<file path="src/rtl/oidle_pkg.sv">
package oidle_pkg;
    localparam int NIDLE = 3;   // idle bits: [0] pair true, [1] pair complement, [2] second output
    localparam int LOCK_W = 2;

    typedef enum logic [1:0] {
        M_IDLE = 2'd0,
        M_ACT  = 2'd1,
        M_DEAD = 2'd2
    } pair_mode_e;
endpackage

</file>
<file path="src/rtl/oidle_cfg.sv">
module oidle_cfg
    import oidle_pkg::*;
(
    input  logic             clk,
    input  logic             rst_n,
    input  logic             we,
    input  logic [NIDLE-1:0] wdata,
    input  logic [LOCK_W-1:0] lock_req,
    output logic [NIDLE-1:0] idle_bits
);
    typedef struct packed {
        logic [NIDLE-1:0]  idle;
        logic [LOCK_W-1:0] lock;
    } cfg_t;

    cfg_t st_d, st_q;

    always_comb begin
        st_d = st_q;
        if (we && (st_q.lock == '0)) st_d.idle = wdata;
        if (st_q.lock == '0)         st_d.lock = lock_req;
    end

    always_ff @(posedge clk or negedge rst_n) begin
        if (!rst_n) st_q <= '0;
        else        st_q <= st_d;
    end

    assign idle_bits = st_q.idle;

    // idle bits frozen while locked
    a_r7_locked_frozen: assert property (@(posedge clk) disable iff (!rst_n)
        (st_q.lock != '0) |=> $stable(st_q.idle));
    // lock level cannot drop without reset
    a_r8_lock_sticky: assert property (@(posedge clk) disable iff (!rst_n)
        (st_q.lock != '0) |=> (st_q.lock == $past(st_q.lock)));
endmodule

</file>
<file path="src/rtl/oidle_seq.sv">
module oidle_seq
    import oidle_pkg::*;
#(
    parameter int DT_W = 8
) (
    input  logic            clk,
    input  logic            rst_n,
    input  logic            out_en,
    input  logic [DT_W-1:0] dt_len,
    output pair_mode_e      mode_nxt
);
    typedef struct packed {
        pair_mode_e      mode;
        logic [DT_W-1:0] cnt;
    } seq_t;

    seq_t st_d, st_q;

    always_comb begin
        st_d = st_q;
        if (out_en) begin
            st_d.mode = M_ACT;
            st_d.cnt  = '0;
        end else begin
            case (st_q.mode)
                M_ACT: begin
                    if (dt_len == '0) begin
                        st_d.mode = M_IDLE;
                    end else begin
                        st_d.mode = M_DEAD;
                        st_d.cnt  = dt_len - DT_W'(1);
                    end
                end
                M_DEAD: begin
                    if (st_q.cnt == '0) st_d.mode = M_IDLE;
                    else                st_d.cnt  = st_q.cnt - DT_W'(1);
                end
                default: st_d.mode = M_IDLE;
            endcase
        end
    end

    always_ff @(posedge clk or negedge rst_n) begin
        if (!rst_n) st_q <= '{mode: M_IDLE, cnt: '0};
        else        st_q <= st_d;
    end

    assign mode_nxt = st_d.mode;

    // zero dead-time goes straight to idle
    a_r5_zero_dt: assert property (@(posedge clk) disable iff (!rst_n)
        (!out_en && st_q.mode == M_ACT && dt_len == '0) |=> (st_q.mode == M_IDLE));
    // dead-time ends when its count runs out
    a_r1_dead_ends: assert property (@(posedge clk) disable iff (!rst_n)
        (!out_en && st_q.mode == M_DEAD && st_q.cnt == '0) |=> (st_q.mode == M_IDLE));
endmodule

</file>
<file path="src/rtl/oidle_ctrl.sv">
module oidle_ctrl
    import oidle_pkg::*;
#(
    parameter int DT_W = 8
) (
    input  logic            clk,
    input  logic            rst_n,
    input  logic            out_en,
    input  logic            act_a,
    input  logic            act_an,
    input  logic            act_b,
    input  logic [DT_W-1:0] dt_len,
    input  logic [1:0]      lock_req,
    input  logic            cfg_we,
    input  logic [2:0]      cfg_wdata,
    output logic            pin_a,
    output logic            pin_an,
    output logic            pin_b
);
    typedef struct packed {
        logic a;
        logic an;
        logic b;
    } pins_t;

    logic [NIDLE-1:0] idle_bits;
    pair_mode_e       mode_nxt;
    pins_t            pins_d, pins_q;

    oidle_cfg u_cfg (
        .clk       (clk),
        .rst_n     (rst_n),
        .we        (cfg_we),
        .wdata     (cfg_wdata),
        .lock_req  (lock_req),
        .idle_bits (idle_bits)
    );

    oidle_seq #(.DT_W(DT_W)) u_seq (
        .clk      (clk),
        .rst_n    (rst_n),
        .out_en   (out_en),
        .dt_len   (dt_len),
        .mode_nxt (mode_nxt)
    );

    always_comb begin
        if (out_en) begin
            pins_d = '{a: act_a, an: act_an, b: act_b};
        end else begin
            pins_d.b = idle_bits[2];
            if (mode_nxt == M_IDLE) begin
                pins_d.a  = idle_bits[0];
                pins_d.an = idle_bits[1];
            end else begin
                pins_d.a  = 1'b0;
                pins_d.an = 1'b0;
            end
        end
    end

    always_ff @(posedge clk or negedge rst_n) begin
        if (!rst_n) pins_q <= '0;
        else        pins_q <= pins_d;
    end

    assign pin_a  = pins_q.a;
    assign pin_an = pins_q.an;
    assign pin_b  = pins_q.b;

    // active values pass one edge later
    a_r6_pass: assert property (@(posedge clk) disable iff (!rst_n)
        out_en |=> (pin_a == $past(act_a) && pin_an == $past(act_an) && pin_b == $past(act_b)));
    // second output idles with no dead-time
    a_r3_b_idle: assert property (@(posedge clk) disable iff (!rst_n)
        !out_en |=> (pin_b == $past(idle_bits[2])));
    // pair off during dead-time
    a_r4_pair_off: assert property (@(posedge clk) disable iff (!rst_n)
        (!out_en && mode_nxt == M_DEAD) |=> (!pin_a && !pin_an));
    // pair complement at idle level once idle
    a_r2_pair_idle: assert property (@(posedge clk) disable iff (!rst_n)
        (!out_en && mode_nxt == M_IDLE) |=> (pin_an == $past(idle_bits[1]) && pin_a == $past(idle_bits[0])));
endmodule

</file>
<file path="config.mk">
export PLATFORM = sky130hd
export DESIGN_NAME = oidle_ctrl
export DESIGN_NICKNAME = d
export VERILOG_FILES = /design/src/rtl/oidle_pkg.sv /design/src/rtl/oidle_cfg.sv /design/src/rtl/oidle_seq.sv /design/src/rtl/oidle_ctrl.sv
export SDC_FILE = /design/constraint.sdc
export NUM_CORES = 1
export LEC_CHECK = 0
export ABC_AREA = 1
export BUFFER_PORTS_ARGS = -buffer_cell sky130_fd_sc_hd__buf_2
export CAP_MARGIN = 20
export CORE_ASPECT_RATIO = 0.9
export CORE_MARGIN = 1.5
export CORE_UTILIZATION = 54
export DETAILED_ROUTE_END_ITERATION = 16
export PLACE_DENSITY = 0.81
export SETUP_SLACK_MARGIN = 0.02
export SYNTH_ARGS = -nofsm -noshare
export SYNTH_HDL_FRONTEND = slang
export SYNTH_SLANG_ARGS = --single-unit
</file>
<file path="constraint.sdc">
create_clock -name clk -period 2.2 [get_ports clk]
set_input_delay 0.44 -clock clk [delete_from_list [all_inputs] [get_ports clk]]
set_output_delay 0.44 -clock clk [all_outputs]
set_load 0.05 [all_outputs]
</file>
* Yosys cells after proc, flatten, opt, wreduce, memory -nomap -nowiden *
Index checks and enable logic that the tools add are counted.

storage, ports and cells
  register bits = 18
  output and inout bits = 3
  logic and storage cells = 29

cells by class
  add/sub/neg operators = 2
  equality and inequality tests = 4
  mux-type cells = 9
  reduce and logical (&&, ||, !) cells = 7

operators by type and width
  kind                   number
  $logic_not A8 Y1       2
  $mux W8                2
  $pmux W8 S2            1
  $sub A8 B1 Y8 const B  2
  $mux W10               1
  $mux W2                3
  $ne A3 B3 Y1 const B   2
  $logic_not A2 Y1       2
  $pmux W2 S2            1
  $mux W3                1
  $reduce_and A3 Y1      1
  $reduce_bool A3 Y1     1
  $eq A2 B1 Y1 const B   1
  $eq A2 B2 Y1 const B   1
  $logic_and A1 B1 Y1    1

* Longest topological paths before layout *
  word-level depth = 7
  gate-level depth with buffers = 13

* By module *
Synthesis repeated with hierarchy kept, for this count alone.

unflattened totals
  cell total of the unflattened synthesis = 188
  area total of the unflattened synthesis = 1267.5 um^2

by module, submodules not included
  module      times used  cells each  area an instance (um^2)
  oidle_seq   1           148         922.1
  oidle_cfg   1           23          216.5
  oidle_ctrl  1           17          128.9

* Worst setup path after synthesis *
No wires, ideal clock.

  kind = register to register
  start = register u_seq.st_q[8] (netlist name)
  end = register u_seq.st_q[4] (netlist name)
  arrival = 1.555 ns
  data required time = 2.071 ns
  path slack = 0.517 ns
  cell stages (with the launch flop) = 11
  buffers on the path = 1
  period minus slack after synthesis = 1.683 ns
  path through = dfrtp_1 > inv_1 > ha_1 > inv_2 > buf_6 > o21ai_4 > inv_1 > ha_1 > nand3_1 > xnor2_1 > o21ai_0

between the ends
  word-level cells in the longest chain between the ends = 3

ends and longest elaborated chain
  element                                                                RTL line         source
  from (decl)                                                            oidle_seq.sv:17  seq_t st_d, st_q;
  from (signal assigned)                                                 oidle_seq.sv:44  if (!rst_n) st_q <= '{mode: M_IDLE, cnt: '0};
  from (signal assigned)                                                 oidle_seq.sv:45  else st_q <= st_d;
  $eq A2 B2 Y1 / $eq A2 B1 Y1 (equally long branches)                    oidle_seq.sv:25  case (st_q.mode)
  $ne A3 B3 Y1 (no source line), or another cell as far along            -
  $reduce_and A3 Y1 (no source line) / $mux W10 (equally long branches)  -

Parallel ways exist; a longest one is shown, timed or not.
A chain may end at the register's enable or synchronous reset.

* Worst setup path after layout *
  start = register u_seq.st_q[8] (netlist name)
  end = register u_seq.st_q[5] (netlist name)

The elaborated chain is that of the path after synthesis.

==> key figures <==
GRT
  – First-pass GRT wire length: 3.946 mm
  – Total gr overflow: 0
  – Initial antenna violation count: 0
  – Maximum number of pins on one net before global-route repair: 19
  – Vias in the first global route: 916
  – GRT Total Usage: 22.03%

Routing
  – ANT nets after route: 0
  – DRC Markers: 0
  – Drt via density: 4.934
  – Detailed Route WL: 2.369 mm
  – WL per Instance: 11.17 um
  – DR pass1 iterations: 4
  – 1st-iter DRT viols: 33
  – Vias: 1046

Final layout
  – Area grow syn2layout: 13.73%
  – Post-route insts no fill: 212
  – Antenna Cells: 0
  – Final Util: 67.74%
  – Area of the multi-input gates: 606.8 sq um
  – Filler Cell Count: 192
  – Fraction of layout cells with a size suffix above 1: 25.67%
  – Post-layout net count: 211
  – Reg area: 450.4 sq um
  – Design Area, Final: 1348 sq um

Die
  – DIE HEIGHT: 47.44 um
  – Core footprint: 1989 sq um
  – Top Ports: 23
  – Starting density of the core: 59.56%
  – DIE WIDTH: 52.38 um
  – Site Rows: 15
  – Die Area: 2485 sq um

Yosys
  – Area leader, netlist: dfrtp_1
  – Top_reg_cell synth: dfrtp_1
  – Async set-or-reset flop fraction in the synthesized netlist: 100.0%
  – Top-area cell type share of the netlist area: 38.01%
  – Top-count cell post-synth: nand2_1
  – Ys Warns: 0
  – Mapped Cells: 162
  – Number of synthesized register bits: 18
  – Post-Syn Nets: 185
  – Synthesized area: 1185 sq um
  – Number of synthesized flops with an enable pin: 0
  – Most frequent cells after synthesis: nand2_1 (56), inv_1 (27), dfrtp_1 (18)
  – Post-synthesis cell type count: 20
  – Synth area leaders: dfrtp_1 (38%), nand2_1 (18%), inv_1 (8.6%)
  – Sequential share of the synthesized area: 38.01%
  – Synthesized area per cell: 7.314 sq um

Clock tree
  – CTS tree: done
  – Post-CTS Resized: 0
  – Worst-Skew Late Latency: 290 ps
  – Reg clk slew, reported paths: 100 ps
  – # hold bufs at CTS: 0
  – H-tree depth: 1
  – Setup Buffers After CTS: 0
  – Root Buffer: clkbuf_4
  – TritonCTS Buffers: 3
  – Clock sinks: 18
  – Clock Tree Buf Depth: 2

Timing
  – Final hold vios: 0
  – Final setup vio count: 0
  – RSZ-0062 raised after global routing: false
  – Fin crit period: 1785 ps
  – Slew headroom: 72.06%
  – Measured slew at the worst slew-check pin: 419.1 ps
  – Fmax: 560.1 MHz
  – Max-slew violation count: 0
  – Final period util: 81.16%
  – Clock Skews: 1.516 ps
  – Total negative slack: 0 ps

Hold path
  – Hold Path Class: input port to asynchronous set/reset pin

Power
  – Leak: 0.7868 nW
  – Power Dens Cells: 554.3 nW/um^2
  – Max VDD drop: 0.4014 mV
  – Pwr Total: 0.7469 mW

Status
  – Status: finished clean

Setup path
  – CP max stage delay: 380 ps
  – Crit Path Category: flip-flop to flip-flop
  – Slowest-stage cell, CP: dfrtp_1
  – Crit path max fanout: 11
  – Critical Path AT: 1980 ps
  – CP Capture Type: flip-flop
  – CP dominant cell by count: nand2_1
  – Flop2flop setup slack: 410 ps
  – Worst EP required: 2400 ps
  – Type of origin of the critical path: flip-flop
  – CP Cell Sequence: inv_1 -> ha_1 -> inv_2 -> nand2_1 -> nand2_1 -> nand2_2 -> nor2_4 -> nand2_1 -> nand2_1 -> nand2_1 -> nand2_1 -> nand2_1
  – FF-to-FF path depth: 12

Placement
  – Post-DP HPWL: 1.889 mm
  – IO Port Bufs: 22
  – Area after DPL: 1311 sq um
  – RD Place Congestion: 0.8808
  – Dpl cells: 208

Job
  – Max-cap violations: 0
[kinds of logic (layout without fill, tap and decap cells)]
group | after synthesis | after routing | share of synthesized area (%)
flops | 18 | 18 | 38.01
mux | 3 | 3 | 2.851
buf+inv | 30 | 55 | 10.77
xor+xnor | 3 | 3 | 2.218
compound gates | 10 | 10 | 5.703
simple gates | 95 | 95 | 37.28
fa+ha+maj | 3 | 3 | 3.168
[report_power, final]
part           internal (mW)  total, mW  switching [mW]
clock                  0.101      0.205           0.104
combinational         0.0617      0.182           0.120
sequential             0.350      0.361          0.0106
[per-layer routing]
| metal | track usage, % | wire length, um |
|---|---|---|
| met5 | 0 | 0 |
| met4 | 6.154 | 32 |
| met3 | 1.875 | 60 |
| met2 | 39.00 | 1159 |
| met1 | 29.76 | 1117 |
[placed cells by master, fill, tap and decap left out, types with 2 or more instances in the layout]
cell      synthesis  final
nand2_1          56     56
inv_1            27     27
buf_2             0     22
dfrtp_1          18     18
nand3_1          14     14
nor2_1           10     10
nand2_2           8      8
o21ai_0           6      6
nand2_4           5      5
mux2_2            3      3
ha_1              3      3
clkbuf_4          0      3
xor2_1            2      2
[registers in the layout (all words and copies together) (netlist names)]
register	count
pin_a	1
pin_an	1
pin_b	1
u_cfg.idle_bits	3
u_cfg.st_q	2
u_seq.st_q	10
[worst paths after layout]
kind	start	end
min	rst_n	u_cfg.st_q[0]$_DFFE_PN0N_
min reg2reg	u_cfg.idle_bits[2]$_DFFE_PN0P_	pin_b$_DFF_PN0_
max	u_seq.st_q[8]$_DFF_PN0_	u_seq.st_q[5]$_DFFE_PN0P_
max reg2reg	u_seq.st_q[8]$_DFF_PN0_	u_seq.st_q[5]$_DFFE_PN0P_
min in group clk	lock_req[0]	u_cfg.st_q[0]$_DFFE_PN0N_
max in group asynchronous	rst_n	pin_b$_DFF_PN0_
[area by class of cell]
type | count | share of cell area (%)
clock buffers | 4 | 2.693
repair buffers | 23 | 8.728
multi-input cells | 114 | 45.03
inverters | 28 | 7.799
well taps | 25 | 2.321
flip-flops and latches | 18 | 33.43
[worst max-delay path, delay by kind of cell, from the launching register on]
kind          cells  cell delay [ps]
simple gates      9              790
flops             1              380
buf+inv           2              290
fa+ha+maj         1              210
[per-stage QoR]
| step | hold slack, ps | worst slack, ps |
|---|---|---|
| final | 62.79 | 414.6 |
| after global routing | 81.95 | 235.1 |
| after CTS | 61.98 | 433.5 |
| after detailed placement | 388.9 | 445.4 |
| after global placement | 386.3 | 508.9 |
| after floorplan | 144.4 | 516.7 |
No activity file was read; power rests on OpenSTA's default activity.
